<file path="config.mk">
export PLATFORM = sky130hd
export DESIGN_NAME = uart_irq_ident
export DESIGN_NICKNAME = d
export VERILOG_FILES = /design/src/rtl/uart_irq_pkg.sv /design/src/rtl/irq_delay_timer.sv /design/src/rtl/irq_source.sv /design/src/rtl/iir_encoder.sv /design/src/rtl/uart_irq_ident.sv
export SDC_FILE = /design/constraint.sdc
export NUM_CORES = 1
export LEC_CHECK = 0
export CAP_MARGIN = 30
export CORE_MARGIN = 2
export CORE_UTILIZATION = 35
export CTS_CLUSTER_SIZE = 14
export DETAILED_ROUTE_END_ITERATION = 12
export GPL_ROUTABILITY_DRIVEN = 0
export SLEW_MARGIN = 0
export SYNTH_ARGS = -nofsm -noshare
export SYNTH_HDL_FRONTEND = slang
export SYNTH_SLANG_ARGS = --single-unit
</file>
<file path="constraint.sdc">
create_clock -name clk -period 1.38 [get_ports clk]
set_input_delay 0.414 -clock clk [delete_from_list [all_inputs] [get_ports clk]]
set_output_delay 0.414 -clock clk [all_outputs]
set_load 0.05 [all_outputs]
</file>
<file path="src/rtl/uart_irq_pkg.sv">
`timescale 1ns/1ps
package uart_irq_pkg;
  localparam logic [7:0] IIR_NONE = 8'h01;
  localparam logic [7:0] IIR_RX   = 8'h04;
  localparam logic [7:0] IIR_TX   = 8'h02;

  localparam int SRC_RX = 0;
  localparam int SRC_TX = 1;
  localparam int NSRC   = 2;

  typedef struct packed {
    logic arm;      // (re)start the delay timer
    logic cancel;   // stop the delay timer
    logic clr;      // clear the pending bit
    logic set_now;  // set pending without delay
  } src_ctl_t;
endpackage

</file>
<file path="src/rtl/irq_delay_timer.sv">
`timescale 1ns/1ps
module irq_delay_timer #(
  parameter int DELAY_CYC = 45
) (
  input  logic clk,
  input  logic rst_n,
  input  logic arm,
  input  logic cancel,
  output logic fire
);
  localparam int CW = $clog2(DELAY_CYC + 1);

  logic [CW-1:0] cnt;
  logic          run;

  // Expiry is suppressed when the same cycle restarts or cancels the timer.
  assign fire = run && (cnt == CW'(1)) && !arm && !cancel;

  always_ff @(posedge clk) begin
    if (!rst_n) begin
      run <= 1'b0;
      cnt <= '0;
    end else if (arm) begin
      run <= 1'b1;
      cnt <= CW'(DELAY_CYC);
    end else if (cancel) begin
      run <= 1'b0;
      cnt <= '0;
    end else if (run) begin
      cnt <= cnt - CW'(1);
      if (cnt == CW'(1)) run <= 1'b0;
    end
  end
endmodule

</file>
<file path="src/rtl/irq_source.sv">
`timescale 1ns/1ps
module irq_source
  import uart_irq_pkg::*;
#(
  parameter int DELAY_CYC = 45
) (
  input  logic     clk,
  input  logic     rst_n,
  input  src_ctl_t ctl,
  output logic     pending
);
  logic fire;

  irq_delay_timer #(.DELAY_CYC(DELAY_CYC)) u_tmr (
    .clk    (clk),
    .rst_n  (rst_n),
    .arm    (ctl.arm),
    .cancel (ctl.cancel),
    .fire   (fire)
  );

  always_ff @(posedge clk) begin
    if (!rst_n) pending <= 1'b0;
    else        pending <= (pending && !ctl.clr) || fire || ctl.set_now;
  end
endmodule

</file>
<file path="src/rtl/iir_encoder.sv">
`timescale 1ns/1ps
module iir_encoder
  import uart_irq_pkg::*;
(
  input  logic       rx_pend,
  input  logic       tx_pend,
  output logic [7:0] iir
);
  always_comb begin
    if (rx_pend)      iir = IIR_RX;
    else if (tx_pend) iir = IIR_TX;
    else              iir = IIR_NONE;
  end
endmodule

</file>
<file path="src/rtl/uart_irq_ident.sv">
`timescale 1ns/1ps
module uart_irq_ident
  import uart_irq_pkg::*;
#(
  parameter int CLK_PERIOD_PS = 5000,
  parameter int DELAY_PS      = 225000
) (
  input  logic       clk,
  input  logic       rst_n,
  input  logic       rbr_rd,
  input  logic       thr_wr,
  input  logic       ier_wr,
  input  logic       ier_rx_en_in,
  input  logic       ier_tx_en_in,
  input  logic       iir_rd,
  input  logic       rx_avail,
  input  logic       rx_new,
  output logic [7:0] iir,
  output logic       irq
);
  localparam int RAW_CYC   = (DELAY_PS + CLK_PERIOD_PS - 1) / CLK_PERIOD_PS;
  localparam int DELAY_CYC = (RAW_CYC < 1) ? 1 : RAW_CYC;

  logic     ier_rx_q, ier_tx_q;
  src_ctl_t ctl  [NSRC];
  logic     pend [NSRC];
  logic     rx_rearm, tx_from_iir;

  always_ff @(posedge clk) begin
    if (!rst_n) begin
      ier_rx_q <= 1'b0;
      ier_tx_q <= 1'b0;
    end else if (ier_wr) begin
      ier_rx_q <= ier_rx_en_in;
      ier_tx_q <= ier_tx_en_in;
    end
  end

  assign rx_rearm    = rx_avail && ier_rx_q;
  assign tx_from_iir = iir_rd && pend[SRC_TX] && !pend[SRC_RX];

  always_comb begin
    ctl[SRC_RX].arm     = (rbr_rd && rx_rearm) || (ier_wr && ier_rx_en_in && rx_avail);
    ctl[SRC_RX].cancel  = (rbr_rd && !rx_rearm) || (ier_wr && !ier_rx_en_in);
    ctl[SRC_RX].clr     = rbr_rd || (ier_wr && !ier_rx_en_in);
    ctl[SRC_RX].set_now = rx_new && ier_rx_q;

    ctl[SRC_TX].arm     = (thr_wr && ier_tx_q) || (ier_wr && ier_tx_en_in);
    ctl[SRC_TX].cancel  = (thr_wr && !ier_tx_q) || (ier_wr && !ier_tx_en_in) || tx_from_iir;
    ctl[SRC_TX].clr     = thr_wr || (ier_wr && !ier_tx_en_in) || tx_from_iir;
    ctl[SRC_TX].set_now = 1'b0;
  end

  for (genvar s = 0; s < NSRC; s++) begin : g_src
    irq_source #(.DELAY_CYC(DELAY_CYC)) u_src (
      .clk     (clk),
      .rst_n   (rst_n),
      .ctl     (ctl[s]),
      .pending (pend[s])
    );
  end

  iir_encoder u_enc (
    .rx_pend (pend[SRC_RX]),
    .tx_pend (pend[SRC_TX]),
    .iir     (iir)
  );

  assign irq = pend[SRC_RX] || pend[SRC_TX];
endmodule

</file>
# Word-level counts from Yosys, hierarchy flattened
# Index checks and enable logic that the tools add are counted.
# totals
elab_cells	79
register_bits	18
input_bits	10
# op_classes
addsub	2
reduce_logical	48
n_eq_ne	2
bitwise	1
n_mux	16
# op_table
op	n
2-to-1 mux 6 bit	6
logical AND 1 bit	21
== test 6 x 1 -> 1 bit, second input constant	2
logical OR 1 bit	12
subtractor 6 x 1 -> 6 bit, second input constant	2
logical NOT 1 bit	11
2-to-1 mux 1 bit	8
2-to-1 mux 8 bit	1
nonzero test 3 bit	2
OR reduction 3 bit	2
2-to-1 mux 2 bit	1
NOT 1 bit	1

# Depth between registers and ports, before layout
# Gate-level depths: netlist of the first run.
# depth
word_depth	8
depth_mapped	6
ltp_nobuf	6

# Hierarchy
# A second synthesis of the first run with hierarchy kept.
# unflattened
hier_cells	129
area_unflattened_um2	1096.1
# modules_own_cells
module	instances	area_each_um2	cells_per_inst	seq_area_each_um2
irq_delay_timer	2	399.1	46	140.1
uart_irq_ident	1	166.4	22	40.0
irq_source	2	35.0	3	20.0
iir_encoder	1	61.3	9	0.0

# Least setup slack after synthesis of the first run
# OpenSTA, ideal clock, no wires.
# synth_path
path_type	register to output
start	register g_src[1].u_src.pending
end	output iir[0]
stages_incl_launch_ff	3
arrival_time_ns	1.119
required_time_ns	0.966
slack_ns	-0.153
path_cell_list	dfxtp_1 > or2_2 > inv_1
# synth_between
elab_chain_cells	2
# synth_lines
item	line	source
start, declared	irq_source.sv:10	output logic pending
start signal, assigned	irq_source.sv:24	else pending <= (pending && !ctl.clr) || fire || ctl.set_now;
2-to-1 mux 2 bit	iir_encoder.sv:11	else if (tx_pend) iir = IIR_TX;
2-to-1 mux 8 bit	iir_encoder.sv:10	if (rx_pend) iir = IIR_RX;
end, declared	uart_irq_ident.sv:18	output logic [7:0] iir,
# Every way passes these cells.

# Worst setup path in the final report of the first run
# Ends and elaborated chain as after synthesis.

==> results.md, run 1 <==
- Clock sink count: 18
- Critical path launch point type: flip-flop
- Via count: 927
- Leakage: 0.000577 µW
- Largest net degree at the start of global routing: 13
- Seq pwr share: 46.3%
- Via-to-Cell Ratio: 5.15
- Hold WC Path Type: flip-flop to flip-flop
- Longest Clk Path Bufs: 2
- Layout area overhead: 41.5%
- Tot Pwr: 1250 µW
- Core area: 2760 µm²
- Die Wd: 58.0 µm
- Setup CP Type: flip-flop to primary output
- Met2 Use GR: 23.1%
- Comb pwr share: 27.5%
- Die ar.: 3370 µm²
- Critical path required time: 970 ps
- Worst setup EP type: primary output
- Gate Count Post-Synth: 118
- TritonCTS Buffers: 3
- Post-synth top flop: dfxtp_1
- Worst ir drop on vdd: 0.396 mV
- All-Layer GR Usage: 15.4%
- PwrDens: 863 nW/µm²
- Setup Viol. Count Final: 5
- Final setup margin: -121 ps
- Seq/Total Area, Yosys: 35.3%
- CTS tree: yes
- Drt wl/cell: 13.2 µm
- Net Sw Frac: 30.6%
- Met1 Use GR: 21.1%
- Placed cells: 171
- RSZ-0062 raised after global routing: yes
- Final period demand of the worst path: 1500 ps
- Clock slew at reported path FFs: 100 ps
- Worst Clk Skew: 4.61 ps
- Clock Latency Late Sink: 300 ps
- CTS root buffer: clkbuf_4
- Routed Antenna Nets: 0
- Post-synth EDFFs: 0
- # diodes: 0
- Antenna violations before repair: 0
- Final Hold Viols: 0
- Overflow after GRT: 0
- Post-Synthesis Cell Area: 1020 µm²
- Max Freq: 666 MHz
- Library cells used by synthesis: 38
- Fin cells: 180
- Die height: 58.0 µm
- Nets@finish: 164
- Final WL: 2370 µm
- Failing checks: setup timing
- Share of layout cells above drive strength 1: 35.6%
- Starting density of the core: 37.0%
- Post-DP HPWL: 1660 µm
- Max Slew Vio Count: 0
- Max-Cap Viols: 0
- Yosys Warn Count: 0
- Net Sw Power: 381 µW
- Clock share of power: 26.2%
- GRT met3 Usage: 2.23%
- I/O pin cnt: 19
- Number of synthesized register bits: 18
- Fill cells: 241
- Buffers added on ports: 13
- Number of H-tree levels: 1
- Synthesized area per cell: 8.65 µm²
- Worst EP arrival: 1090 ps
- P_int: 865 µW
- Iteration-0 DRC count of the detailed router: 48
- Vias in the first global route: 909
- Hold-fix buffers, CTS: 0
- Outcome: complete, but fails checks
- Async SR Flop Fraction: 0%
- Worst hold slack: 482 ps
- First-pass DRT Iterations: 4
- DRC Markers: 0
- Busiest grt layer: met2
- Critical path peak fanout: 3
- First-pass GRT wire length: 3960 µm
- Fin crit share: 109%
- Cell row count: 19
critical path, stage by stage (launching register included):
cell	delay, ps
dfxtp_2	340
or2_4	250
clkinvlp_4	80
buf_12	130
stage by stage:
step                worst slack (ps)  instance area, µm²  setup TNS, ps  utilization [%]
global route                    -190                1450           -621             52.4
detailed placement              -602                1280          -7490             46.4
CTS                             -138                1400           -451             50.9
global placement                -539                1280          -6820             46.4
finish                          -121                1450           -376             52.4
floorplan                      -51.7                1040          -51.7                -
cells in the mapped netlist, types with 2 or more instances:
cell / n / area [µm²]
nor2_1: 8 / 30.0
nor4b_1: 2 / 17.5
xnor2_1: 5 / 43.8
nand2_1: 11 / 41.3
nor4_1: 2 / 12.5
a21oi_1: 11 / 55.1
mux2i_1: 2 / 20.0
ha_1: 4 / 50.1
inv_1: 9 / 33.8
o21ai_0: 2 / 10.0
buf_4: 6 / 45.0
nor3_1: 3 / 15.0
nand2b_1: 2 / 12.5
dfxtp_1: 18 / 360
a311oi_1: 2 / 17.5
a211oi_1: 6 / 45.0
nor2b_1: 3 / 18.8
or3_1: 2 / 12.5
repair_timing:
action | in CTS | in global routing
endpoints found under the setup margin | 20 | 15
setup buffers | 4 | 0
pin swaps | 9 | 8
gates cloned | 1 | 0
gates resized for setup | 24 | 16
logic make-up (layout without fill, tap and decap cells):
kind of cell / Yosys count / in the layout / synth area share [%]
simple gates: 41 / 41 / 21.9
compound gates: 28 / 28 / 20.7
flops: 18 / 18 / 35.3
buf+inv: 18 / 45 / 9.68
xor+xnor: 6 / 6 / 5.15
fa+ha+maj: 4 / 4 / 4.90
mux: 2 / 2 / 1.96
other cells: 1 / 5 / 0.367
flip-flops by register name, indices dropped and copies added (netlist names):
signal and flops:
g_src.u_src.u_tmr.cnt 12, g_src.u_src.u_tmr.run 2, ier_rx_q 1, ier_tx_q 1
g_src.u_src.pending 2
cell usage in the layout (no fill, tap or decap), drive strengths merged, types with 2 or more instances in the layout:
cell type / netlist / final
a311oi: 2 / 2
clkdlybuf4s50: 0 / 2
nor3: 3 / 3
clkbuf: 1 / 5
mux2i: 2 / 2
a211oi: 7 / 7
ha: 4 / 4
a21oi: 11 / 11
dfxtp: 18 / 18
nor4b: 2 / 2
nand2b: 2 / 2
inv: 9 / 8
nor2b: 4 / 4
or3: 2 / 2
o21ai: 2 / 2
nor4: 2 / 2
dlygate4sd2: 0 / 5
buf: 8 / 23
conb: 1 / 5
nand2: 11 / 11
xnor2: 5 / 5
nor2: 8 / 8
per-layer routing:
| layer | routed length, µm | part of all wire (%) |
|---|---|---|
| met1 | 1110 | 47 |
| met2 | 1090 | 46 |
| met3 | 127 | 5.4 |
| met4 | 43 | 1.8 |
| met5 | 0 | 0 |
layout make-up:
class                   instances  area, µm²  share of cell area (%)
multi-input cells              86        662                    45.8
well taps                      31       38.8                    2.68
flip-flops and latches         18        365                    25.3
inverters                       9       37.5                    2.60
repair buffers                 32        305                    21.1
clock buffers                   4       36.3                    2.51
path summary, 6_finish.rpt:
| kind | depth (start not counted) | endpoint | slack [ps] | startpoint |
|---|---|---|---|---|
| worst max-delay path | 3 | iir[0] | -120 | g_src[1].u_src.pending |
| worst min-delay path | 2 | g_src[0].u_src.u_tmr.cnt[5] | 480 | g_src[0].u_src.u_tmr.cnt[5] |
| worst max register to register | 4 | g_src[0].u_src.u_tmr.cnt[5] | -20 | g_src[0].u_src.u_tmr.cnt[1] |
| worst min register to register | 2 | g_src[0].u_src.u_tmr.cnt[5] | 480 | g_src[0].u_src.u_tmr.cnt[5] |
power by group through the flow:
| stage | combinational, µW | clock (µW) | sequential, µW |
|---|---|---|---|
| 2_1_floorplan | 200 | 0 | 583 |
| 3_3_place_gp | 290 | 0 | 586 |
| 3_5_place_dp | 295 | 0 | 586 |
| 4_1_cts | 319 | 341 | 575 |
| 5_1_grt | 369 | 366 | 583 |
| 6_report | 343 | 327 | 577 |
Power figures use the tool's default switching activity.
==> run 2, diff against run 1 <==
Settings changed: MAX_ROUTING_LAYER set to met4.
==> results.md, run 2 (same netlist as run 1, synthesis figures left out) <==
- Starting density of the core: 37.0%
- # diodes: 0
- P_int: 866 µW
- Most frequent cells in the layout: dfxtp_1, buf_4, nand2_1, a21oi_1
- Hold Path End: g_src[0].u_src.u_tmr.cnt[5]
- GRT met3 Usage: 2.23%
- Hold Crit Depth: 2
- Largest net degree at the start of global routing: 13
- Vias in the first global route: 909
- DRC Markers: 0
- Crit. path cell count: 3
- PwrDens: 866 nW/µm²
- Number of H-tree levels: 1
- Die ar.: 3370 µm²
- Worst Clk Skew: 6.43 ps
- Clock Latency Late Sink: 300 ps
- Worst setup EP type: primary output
- Final WL: 2370 µm
- Failing checks: setup timing
- Core area: 2760 µm²
- Fill cells: 241
- Placed cells: 171
- Nets@finish: 164
- Outcome: complete, but fails checks
- R2R Path End: g_src[0].u_src.u_tmr.cnt[5]
- Worst min-delay path startpoint: g_src[0].u_src.u_tmr.cnt[5]
- Clock sink count: 18
- Tot Pwr: 1250 µW
- Die height: 58.0 µm
- Worst EP arrival: 1090 ps
- Most flop-heavy register: g_src.u_src.u_tmr.cnt
- All-Layer GR Usage: 15.9%
- Top delay family on crit path: flip-flops
- Busiest grt layer: met2
- Setup Viol. Count Final: 5
- Reg2Reg Setup Slack: -20 ps
- Die Wd: 58.0 µm
- First-pass GRT wire length: 3960 µm
- Reg2Reg Depth: 4
- Longest Clk Path Bufs: 2
- Fin crit share: 109%
- CTS root buffer: clkbuf_4
- Max-Cap Viols: 0
- Final period demand of the worst path: 1510 ps
- Final Hold Viols: 0
- Critical path required time: 970 ps
- Buffers added on ports: 13
- FF-to-FF Start: g_src[0].u_src.u_tmr.cnt[1]
- Post-DP HPWL: 1660 µm
- Via-to-Cell Ratio: 5.15
- CTS tree: yes
- Routed Antenna Nets: 0
- Net Sw Frac: 30.8%
- Crit path cell chain: or2_4 > clkinvlp_4 > buf_12
- Max Slew Vio Count: 0
- Critical path peak fanout: 3
- Overflow after GRT: 0
- Critical path launch point type: flip-flop
- Max Freq: 664 MHz
- CP bufs+invs: 2
- Fin cells: 180
- Hold-fix buffers, CTS: 0
- Setup CP Type: flip-flop to primary output
- Drt wl/cell: 13.2 µm
- Worst ir drop on vdd: 0.396 mV
- Layout area overhead: 41.5%
- I/O pin cnt: 19
- Net Sw Power: 386 µW
- Critical path's largest stage delay: 340 ps
- Cell row count: 19
- Via count: 927
- First-pass DRT Iterations: 4
- Clock share of power: 26.5%
- Max FFs per register: 12
- Final setup margin: -126 ps
- Met1 Use GR: 21.1%
- RSZ-0062 raised after global routing: yes
- Hold WC Path Type: flip-flop to flip-flop
- Iteration-0 DRC count of the detailed router: 48
- Highest-delay cell along the critical path: dfxtp_2
- Comb pwr share: 27.4%
- Share of layout cells above drive strength 1: 35.6%
- Met2 Use GR: 23.1%
- Antenna violations before repair: 0
- Seq pwr share: 46.1%
- TritonCTS Buffers: 3
- Largest regs: g_src.u_src.u_tmr.cnt x12, g_src.u_src.pending x2, g_src.u_src.u_tmr.run x2
- Leakage: 0.000577 µW
- Clock slew at reported path FFs: 110 ps
-- run 2: cell counts in the layout (fill, tap and decap cells not counted) --
No cell type changed its count.
-- run 2: power by group through the flow --
stage                     combinational, µW  sequential [µW]  clock, µW
after floorplan                         200              583          0
after global placement                  290              586          0
after detailed placement                295              586          0
after CTS                               319              575        341
after global routing                    369              583        366
final                                   343              577        332
-- run 2: cell type report --
type,count,area [µm²],share of cell area (%)
Multi-Input combinational cell,86,662,45.8
Sequential cell,18,365,25.3
Tap cell,31,38.8,2.68
Clock buffer,4,36.3,2.51
Inverter,9,37.5,2.60
Timing Repair Buffer,32,305,21.1
-- run 2: worst max-delay path by stage --
stage / from / end / slack [ps]
detailed placement: ier_wr / g_src[0].u_src.u_tmr.cnt[2] / -600
CTS: g_src[1].u_src.pending / iir[0] / -140
floorplan: g_src[1].u_src.pending / iir[0] / -50
global route: g_src[1].u_src.pending / iir[0] / -190
global placement: ier_wr / g_src[1].u_src.u_tmr.cnt[1] / -540
finish: g_src[1].u_src.pending / iir[0] / -130
-- run 2: worst reg2reg max path, cell delays in order, from the launching register on --
cell and delay, ps:
dfxtp_2 340, or3_4 380, or3_1 340, a21oi_2 130
o22ai_1 90
-- run 2: metrics by stage --
stage | hold slack, ps | instance area (µm²) | utilization (%) | setup WS (ps) | TNS (ps)
6_report | 483 | 1450 | 52.4 | -126 | -393
2_1_floorplan | 435 | 1040 | - | -51.7 | -51.7
5_1_grt | 500 | 1450 | 52.4 | -190 | -621
4_1_cts | 482 | 1400 | 50.9 | -138 | -451
3_3_place_gp | 458 | 1280 | 46.4 | -539 | -6820
3_5_place_dp | 467 | 1280 | 46.4 | -602 | -7490
-- run 2: repair_timing --
| item | 4_1_cts | 5_1_grt |
|---|---|---|
| gates cloned | 1 | 0 |
| endpoints found under the setup margin | 20 | 15 |
| buffers inserted | 4 | 0 |
| pin swaps | 9 | 8 |
| gates resized for setup | 24 | 16 |
-- run 2: metal layers --
metal | wire length [µm] | share of wire, % | vias to the layer above
met4 | 43 | 1.8 | 0
met5 | 0 | 0 | -
met2 | 1090 | 46 | 30
li1 | - | - | 468
met1 | 1100 | 47 | 425
met3 | 133 | 5.6 | 4
==> run 3, diff against run 2 <==
Settings changed: GPL_TIMING_DRIVEN set to 1.
==> results of run 3 <==
Final layout, timing and power as in run 2 (identical DEF).
